### config.mk
export PLATFORM = sky130hd
export DESIGN_NAME = nand_block_monitor
export DESIGN_NICKNAME = d
export VERILOG_FILES = /design/src/rtl/nand_mon_pkg.sv /design/src/rtl/nand_reloc_fifo.sv /design/src/rtl/nand_blk_table.sv /design/src/rtl/nand_policy_eval.sv /design/src/rtl/nand_block_monitor.sv
export SDC_FILE = /design/constraint.sdc
export NUM_CORES = 1
export LEC_CHECK = 0
export BUFFER_PORTS_ARGS = -buffer_cell sky130_fd_sc_hd__buf_2
export CAP_MARGIN = 20
export CORE_ASPECT_RATIO = 1.2
export CORE_UTILIZATION = 25
export CTS_CLUSTER_DIAMETER = 60
export DETAILED_ROUTE_END_ITERATION = 8
export PLACE_DENSITY_LB_ADDON = 0.1
export SETUP_SLACK_MARGIN = 0.5
export SLEW_MARGIN = 20
export SYNTH_ARGS = -nofsm -noshare
export SYNTH_HDL_FRONTEND = slang
export SYNTH_SLANG_ARGS = --single-unit
### constraint.sdc
create_clock -name clk_i -period 5.8 [get_ports clk_i]
set_clock_uncertainty 0.05 [all_clocks]
set_input_delay 0.29 -clock clk_i [delete_from_list [all_inputs] [get_ports clk_i]]
set_output_delay 0.29 -clock clk_i [all_outputs]
set_load 0.01 [all_outputs]
### src/rtl/nand_mon_pkg.sv
package nand_mon_pkg;
  typedef enum logic [1:0] {
    OP_IDLE  = 2'd0,
    OP_READ  = 2'd1,
    OP_PROG  = 2'd2,
    OP_ERASE = 2'd3
  } nand_op_e;

  typedef enum logic [2:0] {
    VC_NONE    = 3'd0,
    VC_BAD_BLK = 3'd1,
    VC_ORDER   = 3'd2,
    VC_PARTIAL = 3'd3,
    VC_RANGE   = 3'd4,
    VC_QFULL   = 3'd5
  } viol_code_e;
endpackage

### src/rtl/nand_reloc_fifo.sv
module nand_reloc_fifo #(
  parameter int DEPTH = 4,
  parameter int W     = 4
) (
  input  logic         clk_i,
  input  logic         rst_ni,
  input  logic         push_i,
  input  logic [W-1:0] data_i,
  input  logic         ack_i,
  output logic         valid_o,
  output logic [W-1:0] data_o,
  output logic         room_o
);
  localparam int AW = (DEPTH > 1) ? $clog2(DEPTH) : 1;
  localparam int CW = $clog2(DEPTH + 1);

  logic [W-1:0]  mem_q [DEPTH];
  logic [AW-1:0] rd_ptr_q, wr_ptr_q;
  logic [CW-1:0] cnt_q;
  logic          pop;

  assign valid_o = (cnt_q != '0);
  assign data_o  = mem_q[rd_ptr_q];
  assign pop     = valid_o & ack_i;
  assign room_o  = (cnt_q < CW'(DEPTH)) | pop;

  function automatic logic [AW-1:0] inc_ptr(logic [AW-1:0] p);
    return (p == AW'(DEPTH - 1)) ? '0 : p + 1'b1;
  endfunction

  always_ff @(posedge clk_i or negedge rst_ni) begin
    if (!rst_ni) begin
      rd_ptr_q <= '0;
      wr_ptr_q <= '0;
      cnt_q    <= '0;
      for (int i = 0; i < DEPTH; i++) mem_q[i] <= '0;
    end else begin
      if (push_i) begin
        mem_q[wr_ptr_q] <= data_i;
        wr_ptr_q        <= inc_ptr(wr_ptr_q);
      end
      if (pop) rd_ptr_q <= inc_ptr(rd_ptr_q);
      if (push_i && !pop)      cnt_q <= cnt_q + 1'b1;
      else if (!push_i && pop) cnt_q <= cnt_q - 1'b1;
    end
  end

  // never accept a push without space
  a_r11_no_overflow: assert property (@(posedge clk_i) disable iff (!rst_ni)
    push_i |-> ((cnt_q < CW'(DEPTH)) || pop));

  // head held until acknowledged
  a_r10_hold_head: assert property (@(posedge clk_i) disable iff (!rst_ni)
    (valid_o && !ack_i) |=> (valid_o && $stable(data_o)));
endmodule

### src/rtl/nand_blk_table.sv
module nand_blk_table #(
  parameter int NUM_BLOCKS = 16,
  parameter int BLK_W      = 4,
  parameter int CNT_W      = 20,
  parameter int NP_W       = 8,
  parameter int PART_W     = 3
) (
  input  logic                  clk_i,
  input  logic                  rst_ni,
  input  logic [BLK_W-1:0]      sel_i,
  input  logic                  we_i,
  input  logic [CNT_W-1:0]      rd_cnt_d_i,
  input  logic [NP_W-1:0]       nxt_pg_d_i,
  input  logic [PART_W-1:0]     part_d_i,
  input  logic                  set_bad_i,
  output logic [CNT_W-1:0]      rd_cnt_o,
  output logic [NP_W-1:0]       nxt_pg_o,
  output logic [PART_W-1:0]     part_o,
  output logic                  bad_o,
  output logic [NUM_BLOCKS-1:0] bad_map_o
);
  logic [CNT_W-1:0]      rd_cnt_q [NUM_BLOCKS];
  logic [NP_W-1:0]       nxt_pg_q [NUM_BLOCKS];
  logic [PART_W-1:0]     part_q   [NUM_BLOCKS];
  logic [NUM_BLOCKS-1:0] bad_q;

  assign rd_cnt_o  = rd_cnt_q[sel_i];
  assign nxt_pg_o  = nxt_pg_q[sel_i];
  assign part_o    = part_q[sel_i];
  assign bad_o     = bad_q[sel_i];
  assign bad_map_o = bad_q;

  always_ff @(posedge clk_i or negedge rst_ni) begin
    if (!rst_ni) begin
      for (int i = 0; i < NUM_BLOCKS; i++) begin
        rd_cnt_q[i] <= '0;
        nxt_pg_q[i] <= '0;
        part_q[i]   <= '0;
      end
      bad_q <= '0;
    end else begin
      if (we_i) begin
        rd_cnt_q[sel_i] <= rd_cnt_d_i;
        nxt_pg_q[sel_i] <= nxt_pg_d_i;
        part_q[sel_i]   <= part_d_i;
      end
      if (set_bad_i) bad_q[sel_i] <= 1'b1;
    end
  end

  // bad bits are sticky
  a_r9_bad_sticky: assert property (@(posedge clk_i) disable iff (!rst_ni)
    1'b1 |=> ((bad_q & $past(bad_q)) == $past(bad_q)));

  // no counter write for an already-bad block
  a_r9_bad_frozen: assert property (@(posedge clk_i) disable iff (!rst_ni)
    bad_o |-> !we_i);
endmodule

### src/rtl/nand_policy_eval.sv
module nand_policy_eval
  import nand_mon_pkg::*;
#(
  parameter int RD_LIM_SLC  = 1000000,
  parameter int RD_LIM_MLC  = 100000,
  parameter int SLC_PAGES   = 64,
  parameter int MLC_PAGES   = 128,
  parameter int SLC_PARTIAL = 4,
  parameter int MLC_PARTIAL = 1,
  parameter int CNT_W       = 20,
  parameter int NP_W        = 8,
  parameter int PART_W      = 3,
  parameter int PAGE_W      = 7
) (
  input  logic              ev_valid_i,
  input  nand_op_e          ev_op_i,
  input  logic [PAGE_W-1:0] ev_page_i,
  input  logic              ev_fail_i,
  input  logic              mlc_i,
  input  logic [CNT_W-1:0]  rd_cnt_i,
  input  logic [NP_W-1:0]   nxt_pg_i,
  input  logic [PART_W-1:0] part_i,
  input  logic              bad_i,
  input  logic              q_room_i,
  output logic              we_o,
  output logic [CNT_W-1:0]  rd_cnt_d_o,
  output logic [NP_W-1:0]   nxt_pg_d_o,
  output logic [PART_W-1:0] part_d_o,
  output logic              set_bad_o,
  output logic              push_o,
  output viol_code_e        code_o
);
  localparam logic [CNT_W-1:0]  LIM_S  = CNT_W'(RD_LIM_SLC);
  localparam logic [CNT_W-1:0]  LIM_M  = CNT_W'(RD_LIM_MLC);
  localparam logic [NP_W-1:0]   PG_S   = NP_W'(SLC_PAGES);
  localparam logic [NP_W-1:0]   PG_M   = NP_W'(MLC_PAGES);
  localparam logic [PART_W-1:0] PART_S = PART_W'(SLC_PARTIAL);
  localparam logic [PART_W-1:0] PART_M = PART_W'(MLC_PARTIAL);

  logic [CNT_W-1:0]  limit;
  logic [NP_W-1:0]   pg_max, pg;
  logic [PART_W-1:0] part_max;
  logic              push_req;
  viol_code_e        pol_code;

  assign limit    = mlc_i ? LIM_M : LIM_S;
  assign pg_max   = mlc_i ? PG_M : PG_S;
  assign part_max = mlc_i ? PART_M : PART_S;
  assign pg       = NP_W'(ev_page_i);

  always_comb begin
    we_o       = 1'b0;
    rd_cnt_d_o = rd_cnt_i;
    nxt_pg_d_o = nxt_pg_i;
    part_d_o   = part_i;
    set_bad_o  = 1'b0;
    push_req   = 1'b0;
    pol_code   = VC_NONE;
    if (ev_valid_i && ev_op_i != OP_IDLE) begin
      if (bad_i) begin
        pol_code = VC_BAD_BLK;
      end else begin
        unique case (ev_op_i)
          OP_READ: begin
            we_o = 1'b1;
            if (rd_cnt_i == limit) push_req = 1'b1;
            if (rd_cnt_i != '1) rd_cnt_d_o = rd_cnt_i + 1'b1;
          end
          OP_PROG: begin
            if (pg >= pg_max) begin
              pol_code = VC_RANGE;
            end else if (pg == nxt_pg_i) begin
              we_o       = 1'b1;
              nxt_pg_d_o = nxt_pg_i + 1'b1;
              part_d_o   = PART_W'(1);
            end else if (nxt_pg_i != '0 && pg == nxt_pg_i - 1'b1) begin
              if (part_i < part_max) begin
                we_o     = 1'b1;
                part_d_o = part_i + 1'b1;
              end else begin
                pol_code = VC_PARTIAL;
              end
            end else begin
              pol_code = VC_ORDER;
            end
            if (ev_fail_i) begin
              set_bad_o = 1'b1;
              push_req  = 1'b1;
            end
          end
          OP_ERASE: begin
            we_o       = 1'b1;
            rd_cnt_d_o = '0;
            nxt_pg_d_o = '0;
            part_d_o   = '0;
            set_bad_o  = ev_fail_i;
          end
          default: ;
        endcase
      end
    end
    push_o = push_req & q_room_i;
    code_o = pol_code;
    if (push_req && !q_room_i && pol_code == VC_NONE) code_o = VC_QFULL;
  end
endmodule

### src/rtl/nand_block_monitor.sv
module nand_block_monitor
  import nand_mon_pkg::*;
#(
  parameter int NUM_BLOCKS  = 16,
  parameter int RD_LIM_SLC  = 1000000,
  parameter int RD_LIM_MLC  = 100000,
  parameter int SLC_PAGES   = 64,
  parameter int MLC_PAGES   = 128,
  parameter int SLC_PARTIAL = 4,
  parameter int MLC_PARTIAL = 1,
  parameter int RELOC_DEPTH = 4,
  localparam int BLK_W  = (NUM_BLOCKS > 1) ? $clog2(NUM_BLOCKS) : 1,
  localparam int PAGE_W = $clog2(MLC_PAGES)
) (
  input  logic                  clk_i,
  input  logic                  rst_ni,
  input  logic                  mlc_i,
  input  logic                  ev_valid_i,
  input  logic [1:0]            ev_op_i,
  input  logic [BLK_W-1:0]      ev_block_i,
  input  logic [PAGE_W-1:0]     ev_page_i,
  input  logic                  ev_fail_i,
  input  logic                  reloc_ack_i,
  output logic                  reloc_valid_o,
  output logic [BLK_W-1:0]      reloc_block_o,
  output logic                  viol_o,
  output logic [2:0]            viol_code_o,
  output logic [NUM_BLOCKS-1:0] bad_map_o
);
  localparam int LIM_MAX = (RD_LIM_SLC > RD_LIM_MLC) ? RD_LIM_SLC : RD_LIM_MLC;
  localparam int CNT_W   = $clog2(LIM_MAX + 2);
  localparam int NP_W    = $clog2(MLC_PAGES + 1);
  localparam int PART_W  = $clog2(SLC_PARTIAL + 1);

  logic [CNT_W-1:0]  rd_cnt, rd_cnt_d;
  logic [NP_W-1:0]   nxt_pg, nxt_pg_d;
  logic [PART_W-1:0] part, part_d;
  logic              bad, we, set_bad, push, q_room;
  viol_code_e        code;
  logic              viol_q;
  logic [2:0]        code_q;

  nand_blk_table #(
    .NUM_BLOCKS(NUM_BLOCKS), .BLK_W(BLK_W), .CNT_W(CNT_W),
    .NP_W(NP_W), .PART_W(PART_W)
  ) i_table (
    .clk_i, .rst_ni,
    .sel_i(ev_block_i), .we_i(we),
    .rd_cnt_d_i(rd_cnt_d), .nxt_pg_d_i(nxt_pg_d), .part_d_i(part_d),
    .set_bad_i(set_bad),
    .rd_cnt_o(rd_cnt), .nxt_pg_o(nxt_pg), .part_o(part), .bad_o(bad),
    .bad_map_o(bad_map_o)
  );

  nand_policy_eval #(
    .RD_LIM_SLC(RD_LIM_SLC), .RD_LIM_MLC(RD_LIM_MLC),
    .SLC_PAGES(SLC_PAGES), .MLC_PAGES(MLC_PAGES),
    .SLC_PARTIAL(SLC_PARTIAL), .MLC_PARTIAL(MLC_PARTIAL),
    .CNT_W(CNT_W), .NP_W(NP_W), .PART_W(PART_W), .PAGE_W(PAGE_W)
  ) i_eval (
    .ev_valid_i, .ev_op_i(nand_op_e'(ev_op_i)), .ev_page_i, .ev_fail_i, .mlc_i,
    .rd_cnt_i(rd_cnt), .nxt_pg_i(nxt_pg), .part_i(part), .bad_i(bad),
    .q_room_i(q_room),
    .we_o(we), .rd_cnt_d_o(rd_cnt_d), .nxt_pg_d_o(nxt_pg_d), .part_d_o(part_d),
    .set_bad_o(set_bad), .push_o(push), .code_o(code)
  );

  nand_reloc_fifo #(.DEPTH(RELOC_DEPTH), .W(BLK_W)) i_fifo (
    .clk_i, .rst_ni,
    .push_i(push), .data_i(ev_block_i), .ack_i(reloc_ack_i),
    .valid_o(reloc_valid_o), .data_o(reloc_block_o), .room_o(q_room)
  );

  always_ff @(posedge clk_i or negedge rst_ni) begin
    if (!rst_ni) begin
      viol_q <= 1'b0;
      code_q <= '0;
    end else begin
      viol_q <= (code != VC_NONE);
      code_q <= code;
    end
  end

  assign viol_o      = viol_q;
  assign viol_code_o = code_q;

  // events to bad blocks are rejected next cycle
  a_r9_bad_reject: assert property (@(posedge clk_i) disable iff (!rst_ni)
    (ev_valid_i && ev_op_i != 2'd0 && bad_map_o[ev_block_i])
      |=> (viol_o && viol_code_o == 3'd1));

  // reads never mark a block bad
  a_r8_read_no_bad: assert property (@(posedge clk_i) disable iff (!rst_ni)
    (ev_valid_i && ev_op_i == 2'd1) |=> $stable(bad_map_o));

  // a program fail on a good block is reflected in the bad map
  a_r7_prog_fail_bad: assert property (@(posedge clk_i) disable iff (!rst_ni)
    (ev_valid_i && ev_op_i == 2'd2 && ev_fail_i) |=> bad_map_o[$past(ev_block_i)]);
endmodule

# == Yosys cells after proc, flatten, opt, wreduce, memory -nomap -nowiden ==
# Cells that the tools add are included.
# op_classes
n_addsub,8
multipliers,0
div_mod_pow,0
magnitude_cmp,10
n_eq_ne,9
shift,0
n_mux,74
bitwise,7
n_reduce_logical,19
# op_table
operator,count
bitwise mux 320 bit,1
two-way mux 20 bit,7
bitwise mux 128 bit,1
binary-select mux 20 bit (select 4 bit),1
demux 20 bit (select 4 bit),1
two-way mux 8 bit,8
two-way mux 3 bit,18
bitwise mux 48 bit,1
case mux 20 bit (2 select lines),1
binary-select mux 8 bit (select 4 bit),1
demux 8 bit (select 4 bit),1
adder 20 x 1 -> 20 bit (second input constant),1
== test 20 bit,1
inequality test 20 bit (second input constant),1
bitwise mux 16 bit,1
== test 7 x 8 -> 1 bit,2
OR 16 bit,1
case mux 8 bit (2 select lines),1
two-way mux 1 bit,14
binary-select mux 3 bit (select 4 bit),1
demux 3 bit (select 4 bit),1
two-way mux 4 bit,3
logical AND 1 bit,9
adder 8 x 1 -> 8 bit (second input constant),1
32 further kinds,49
# totals
reg_bits,539
latchBits,0
ramBits,0
mem_bits_ro,0
in_bits,19
out_inout_bits,25
wordCells,185
memories,0

# == Longest topological paths before layout ==
# logic_depth
depth_word,17
depth_mapped,21
ltp_nobuf,15

# == By module ==
# From an unflattened synthesis, not the netlist that was laid out.
# unflattened
cells_unflattened,1726
hier_area_um2,25603.3
# modules_own_cells
mod,n_inst,cells_each,area_each_um2,seq_area_each_um2
nand_blk_table,1,1405,22774.3,12812.3
nand_policy_eval,1,243,1625.3,0.0
nand_reloc_fifo,1,73,1097.3,575.6
nand_block_monitor,1,5,106.4,100.1

# == Least setup slack after synthesis ==
# Ideal clock, no wire load.
# synth_timing
path_type,input to register
from,in ev_block_i[2]
to,reg i_table.nxt_pg_q[16] in the netlist's numbering
setup_time_ns,0.125
arrival_time_ns,4.512
required_ns,5.625
slack_ns,1.112
cell_stages,18
path_buffers,8
path_cell_list,buf_4 > buf_4 > buf_4 > buf_1 > clkbuf_1 > o21ai_0 > ha_1 > and3b_1 > a31oi_1 > nor4_4 > xnor2_1 > or4_4 > buf_6 > o31ai_4 > buf_12 > and3_4 > buf_12 > mux2_4
# synth_between
elab_chain_cells,13
elab_cells_between_ends,34
cone_classes,2 x add/sub; 3 x order compare; 2 x eq/ne; 23 x mux; 1 x bitwise; 3 x reduce/logical
# synth_rtl
element,line_no,text
start: declaration,nand_block_monitor.sv:20,"input logic [BLK_W-1:0] ev_block_i,"
NOT 4 -> 5 bit (implied by the code),"nand_blk_table.sv:28, nand_blk_table.sv:29, nand_blk_table.sv:44",
binary-select mux 8 bit (select 4 bit),nand_blk_table.sv:28,assign nxt_pg_o = nxt_pg_q[sel_i];
two-way mux 8 bit (implied by the code) (2 in series),nand_blk_table.sv:28,
subtractor 8 x 1 -> 8 bit,nand_policy_eval.sv:76,end else if (nxt_pg_i != '0 && pg == nxt_pg_i - 1'b1) begin
== test 7 x 8 -> 1 bit,nand_policy_eval.sv:76,
logical AND 1 bit,nand_policy_eval.sv:76,
two-way mux 1 bit,nand_policy_eval.sv:76,
two-way mux 1 bit,nand_policy_eval.sv:72,end else if (pg == nxt_pg_i) begin
two-way mux 1 bit,nand_policy_eval.sv:70,if (pg >= pg_max) begin
case mux 1 bit (2 select lines),nand_policy_eval.sv:63,unique case (ev_op_i)
two-way mux 1 bit,nand_policy_eval.sv:60,if (bad_i) begin
two-way mux 1 bit,nand_policy_eval.sv:59,if (ev_valid_i && ev_op_i != OP_IDLE) begin
end signal: indexed assignment,nand_blk_table.sv:44,nxt_pg_q[sel_i] <= nxt_pg_d_i;
end: declaration,nand_blk_table.sv:23,logic [NP_W-1:0] nxt_pg_q [NUM_BLOCKS];
# Parallel ways exist; a longest one is shown, timed or not. The select of a mux whose other input is x is not followed.
# A chain may end at the register's enable or synchronous reset.

# == Worst setup path in the final report ==
# layout_timing
from,reg i_table.nxt_pg_q[56] in the netlist's numbering
to,reg i_table.nxt_pg_q[48] in the netlist's numbering
# layout_between
elab_chain_cells,12
elab_cells_between_ends,21
cone_classes,2 x add/sub; 2 x eq/ne; 15 x mux; 2 x reduce/logical
# layout_rtl
element,line_no
binary-select mux 8 bit (select 4 bit) (*),nand_blk_table.sv:28
two-way mux 8 bit (implied by the code) (*) (2 in series),nand_blk_table.sv:28
subtractor 8 x 1 -> 8 bit,nand_policy_eval.sv:76
== test 7 x 8 -> 1 bit,nand_policy_eval.sv:76
logical AND 1 bit,nand_policy_eval.sv:76
two-way mux 1 bit,nand_policy_eval.sv:76
two-way mux 1 bit,nand_policy_eval.sv:72
two-way mux 1 bit,nand_policy_eval.sv:70
case mux 1 bit (2 select lines),nand_policy_eval.sv:63
two-way mux 1 bit,nand_policy_eval.sv:60
two-way mux 1 bit,nand_policy_eval.sv:59
# Mark *: on every way between the ends. The rest lies on a longest branch, timed or not. The select of a mux whose other input is x is not followed.

==> flow_metrics.tcl <==
set metrics [dict create \
    max_cap_viol_count 0 \
    cts_tree "built" \
    layout_setup_ws_ps 1020 \
    timing.hold.ws_ps 74.3 \
    worst-path-max-fanout 13 \
    netlist_top_cells_area "sky130_fd_sc_hd__dfrtp_1 (49%), sky130_fd_sc_hd__mux2_4 (16%), sky130_fd_sc_hd__mux4_2 (12%)" \
    x_dimension_of_the_die_um 306 \
    worst_setup_hold_path_clk_slew_ps 60 \
    drtPass1Iterations 4 \
    io-pin-count 44 \
    powerDensity_mw_per_mm2 290 \
    cts_root_buf "sky130_fd_sc_hd__clkbuf_16" \
    tritoncts.num_buffers 68 \
    pre_cts_slack_ps 497 \
    synth-async-reset-ratio 1.00 \
    overflow 0 \
    die-area_mm2 0.112 \
    route.detailed.vias_per_inst 4.67 \
    rsz_0062_raised_after_global_routing "false" \
    post_synth.cell_area_avg_um2 15.5 \
    worstSkewPairLatency_ps 620 \
    timing.hold.worst.class "in2reg" \
    post-route-period-util 0.824 \
    start_kind "flip-flop" \
    finalHoldViolCount 0 \
    rows 133 \
    grt_antenna_before_repair 4 \
    placedCellCount 3214 \
    quantity_of_i_o_buffers_inserted_on_ports 43 \
    core_mm2 0.110 \
    synth_enable_flop_cells 0 \
    area_delta_synth_final_pct 16.3 \
    yosysTopAreaCell "sky130_fd_sc_hd__dfrtp_1" \
    maxClockFrequency_mhz 209 \
    via_count_of_the_first_global_routing_pass 17300 \
    final-instance-count-excl-fill 3334 \
    overall_via_count_from_detail_route 15600 \
    worst-endpoint-arrival_ps 5210 \
    pin_count_of_the_biggest_net_entering_global_routing 162 \
    final.fill_count 10900 \
    initial_core_utilization 0.253 \
    groute.usage.overall 0.150 \
    detailed_router_s_first_iteration_violation_count 682 \
    gp_congestion 0.760 \
    grt_first_pass_wirelength_um 124000 \
    post-route-drc-count 0 \
    totalNegativeSetupSlack_ps 0 \
    synth.distinct_cells 77 \
    cts_htree_levels 3 \
    dp_hpwl_um 50900 \
    p_leak_nw 15.4 \
    timing.final.setup_violations 0 \
    endpoint_kind "flip-flop" \
    synth_top_cell_area_share 0.486 \
    syn-cell-area_mm2 0.0278 \
    cp.required_ps 6230 \
    setup.worst_path.class "reg2reg" \
    net_count_final 1905 \
    most_common_cell_after_layout_fill_and_taps_aside "sky130_fd_sc_hd__dfrtp_1" \
    routedWlPerCell_um 24.7 \
    synthesis.yosys.warnings 0 \
    count_of_antenna_violating_nets_left_after_detailed_routing 0 \
    synth_seq_area_share 0.486 \
    post_synth_inst_count 1791 \
    power.ir.vdd_worst_uv 186 \
    synthesis.nets 1828 \
    synth_top_flop_cell "sky130_fd_sc_hd__dfrtp_1" \
    worst_max_slew_pin_slew_ps 1110 \
    numClockSinks 539 \
    drv_slew 0 \
    synth.ff_latch_count 539 \
    most-common-layout-cells "sky130_fd_sc_hd__dfrtp_1 (539), sky130_fd_sc_hd__mux2_4 (291), sky130_fd_sc_hd__mux4_2 (142)" \
    final_period_minus_worst_setup_slack_ps 4780 \
    routed_wl_um 82200 \
    status "finished, final reports clean" \
    slew_headroom 0.261 \
    cts_max_path_buffers 3 \
    utilization 0.294 \
    final_layout_size_suffix_gt1_frac 0.426 \
    die_h_um 367 \
]
## repair_timing
item	4_1_cts	5_1_grt
buffers inserted	0	0
gates resized for setup	0	0
hold buffers	1	0
hold endpoints to repair	99	0
## critical path: stages (launching register included)
cell	delay, ps
sky130_fd_sc_hd__dfrtp_1	370
sky130_fd_sc_hd__mux2i_1	200
sky130_fd_sc_hd__a22o_1	240
sky130_fd_sc_hd__nor2_1	70
sky130_fd_sc_hd__o21ai_0	530
sky130_fd_sc_hd__ha_1	300
sky130_fd_sc_hd__and3b_1	160
sky130_fd_sc_hd__a31oi_1	70
sky130_fd_sc_hd__nor4_4	260
sky130_fd_sc_hd__xnor2_1	90
sky130_fd_sc_hd__or4_4	550
sky130_fd_sc_hd__o31ai_4	640
sky130_fd_sc_hd__buf_4	280
sky130_fd_sc_hd__nand3_4	180
sky130_fd_sc_hd__buf_12	260
sky130_fd_sc_hd__mux2_1	340
## per-layer routing
metal	vias to the layer above	track usage	wire length (um)
met5	-	0	13
li1	6869	-	-
met4	2	0.0453	1910
met3	102	0.0198	2180
met2	203	0.253	40800
met1	8382	0.199	37300
## cell type report
type,instances,area (um2),share of cell area
Sequential cell,539,13500,0.418
Clock buffer,99,2120,0.0658
Inverter,19,71.3,0.00221
Timing Repair Buffer,148,1380,0.0426
Antenna cell,1,2.50,0.0000775
Clock inverter,19,221,0.00686
Multi-Input combinational cell,1092,13200,0.410
Tap cell,1417,1770,0.0549
## synthesized netlist by cell type (5+ instances only)
cell	number
sky130_fd_sc_hd__nand4_1	15
sky130_fd_sc_hd__buf_1	7
sky130_fd_sc_hd__o21ai_1	5
sky130_fd_sc_hd__mux2_2	84
sky130_fd_sc_hd__o21ai_0	23
sky130_fd_sc_hd__o21bai_1	12
sky130_fd_sc_hd__a22oi_1	9
sky130_fd_sc_hd__mux2_1	127
sky130_fd_sc_hd__inv_1	19
sky130_fd_sc_hd__o2bb2ai_1	10
sky130_fd_sc_hd__mux2_4	291
sky130_fd_sc_hd__o41ai_1	5
sky130_fd_sc_hd__nor2b_1	15
sky130_fd_sc_hd__mux4_2	142
sky130_fd_sc_hd__a21oi_1	6
sky130_fd_sc_hd__and2_1	15
sky130_fd_sc_hd__nand3_4	10
sky130_fd_sc_hd__buf_2	50
sky130_fd_sc_hd__clkbuf_1	30
sky130_fd_sc_hd__nor4_1	8
sky130_fd_sc_hd__and3_1	6
sky130_fd_sc_hd__buf_6	39
sky130_fd_sc_hd__a22o_1	13
sky130_fd_sc_hd__xnor2_1	6
sky130_fd_sc_hd__ha_1	17
sky130_fd_sc_hd__nor2_1	32
sky130_fd_sc_hd__o211ai_1	9
sky130_fd_sc_hd__buf_4	9
sky130_fd_sc_hd__nand2_1	62
sky130_fd_sc_hd__or3_1	9
sky130_fd_sc_hd__nor3_1	14
sky130_fd_sc_hd__o31ai_1	7
sky130_fd_sc_hd__dfrtp_1	539
sky130_fd_sc_hd__nand3_1	26
sky130_fd_sc_hd__mux2i_1	45
## power breakdown
| part | internal (W) | total, W | switching, W |
|---|---|---|---|
| Clock | 0.00272 | 0.00444 | 0.00172 |
| Sequential | 0.00392 | 0.00404 | 0.000121 |
| Combinational | 0.000393 | 0.000888 | 0.000495 |
| Total | 0.00703 | 0.00937 | 0.00234 |
## flip-flops by register name, summed over array words and instances, names as in the netlist
register           flops
i_table.nxt_pg_q     128
i_fifo.wr_ptr_q        2
viol_code_o            3
i_fifo.mem_q          16
i_table.bad_map_o     16
viol_o                 1
i_fifo.cnt_q           3
i_table.rd_cnt_q     320
i_fifo.rd_ptr_q        2
i_table.part_q        48
## stage by stage
step | cell area (um2) | power, W
floorplan | 27800 | 0.00464
global placement | 29900 | 0.00501
detailed placement | 29900 | 0.00503
CTS | 32300 | 0.00957
global route | 32300 | 0.00980
finish | 32300 | 0.00937
## final timing paths
path                                           start                    end  slack [ps]  cells after the start
worst max register to register  i_table.nxt_pg_q[56]   i_table.nxt_pg_q[48]        1020                     15
worst min register to register  i_table.rd_cnt_q[25]   i_table.rd_cnt_q[25]         430                      1
worst max-delay path            i_table.nxt_pg_q[56]   i_table.nxt_pg_q[48]        1020                     15
max in group asynchronous                     rst_ni     i_table.part_q[45]        3860                      3
worst min-delay path                     reloc_ack_i     i_fifo.rd_ptr_q[0]          70                      3
min in group asynchronous                     rst_ni  i_table.rd_cnt_q[249]         290                      2
## logic make-up (layout without fill, tap and decap cells)
group,count (synthesis),after routing,synth area share
other,0,1,0
flip-flops,539,539,0.486
buffers and inverters,160,285,0.0388
AND/OR/NAND/NOR,245,245,0.0519
multiplexers,692,692,0.377
AO/OA/AOI/OAI,128,128,0.0356
adder cells (fa/ha/maj),18,18,0.00838
XOR/XNOR,9,9,0.00284
No activity file was read; power rests on OpenSTA's default activity.
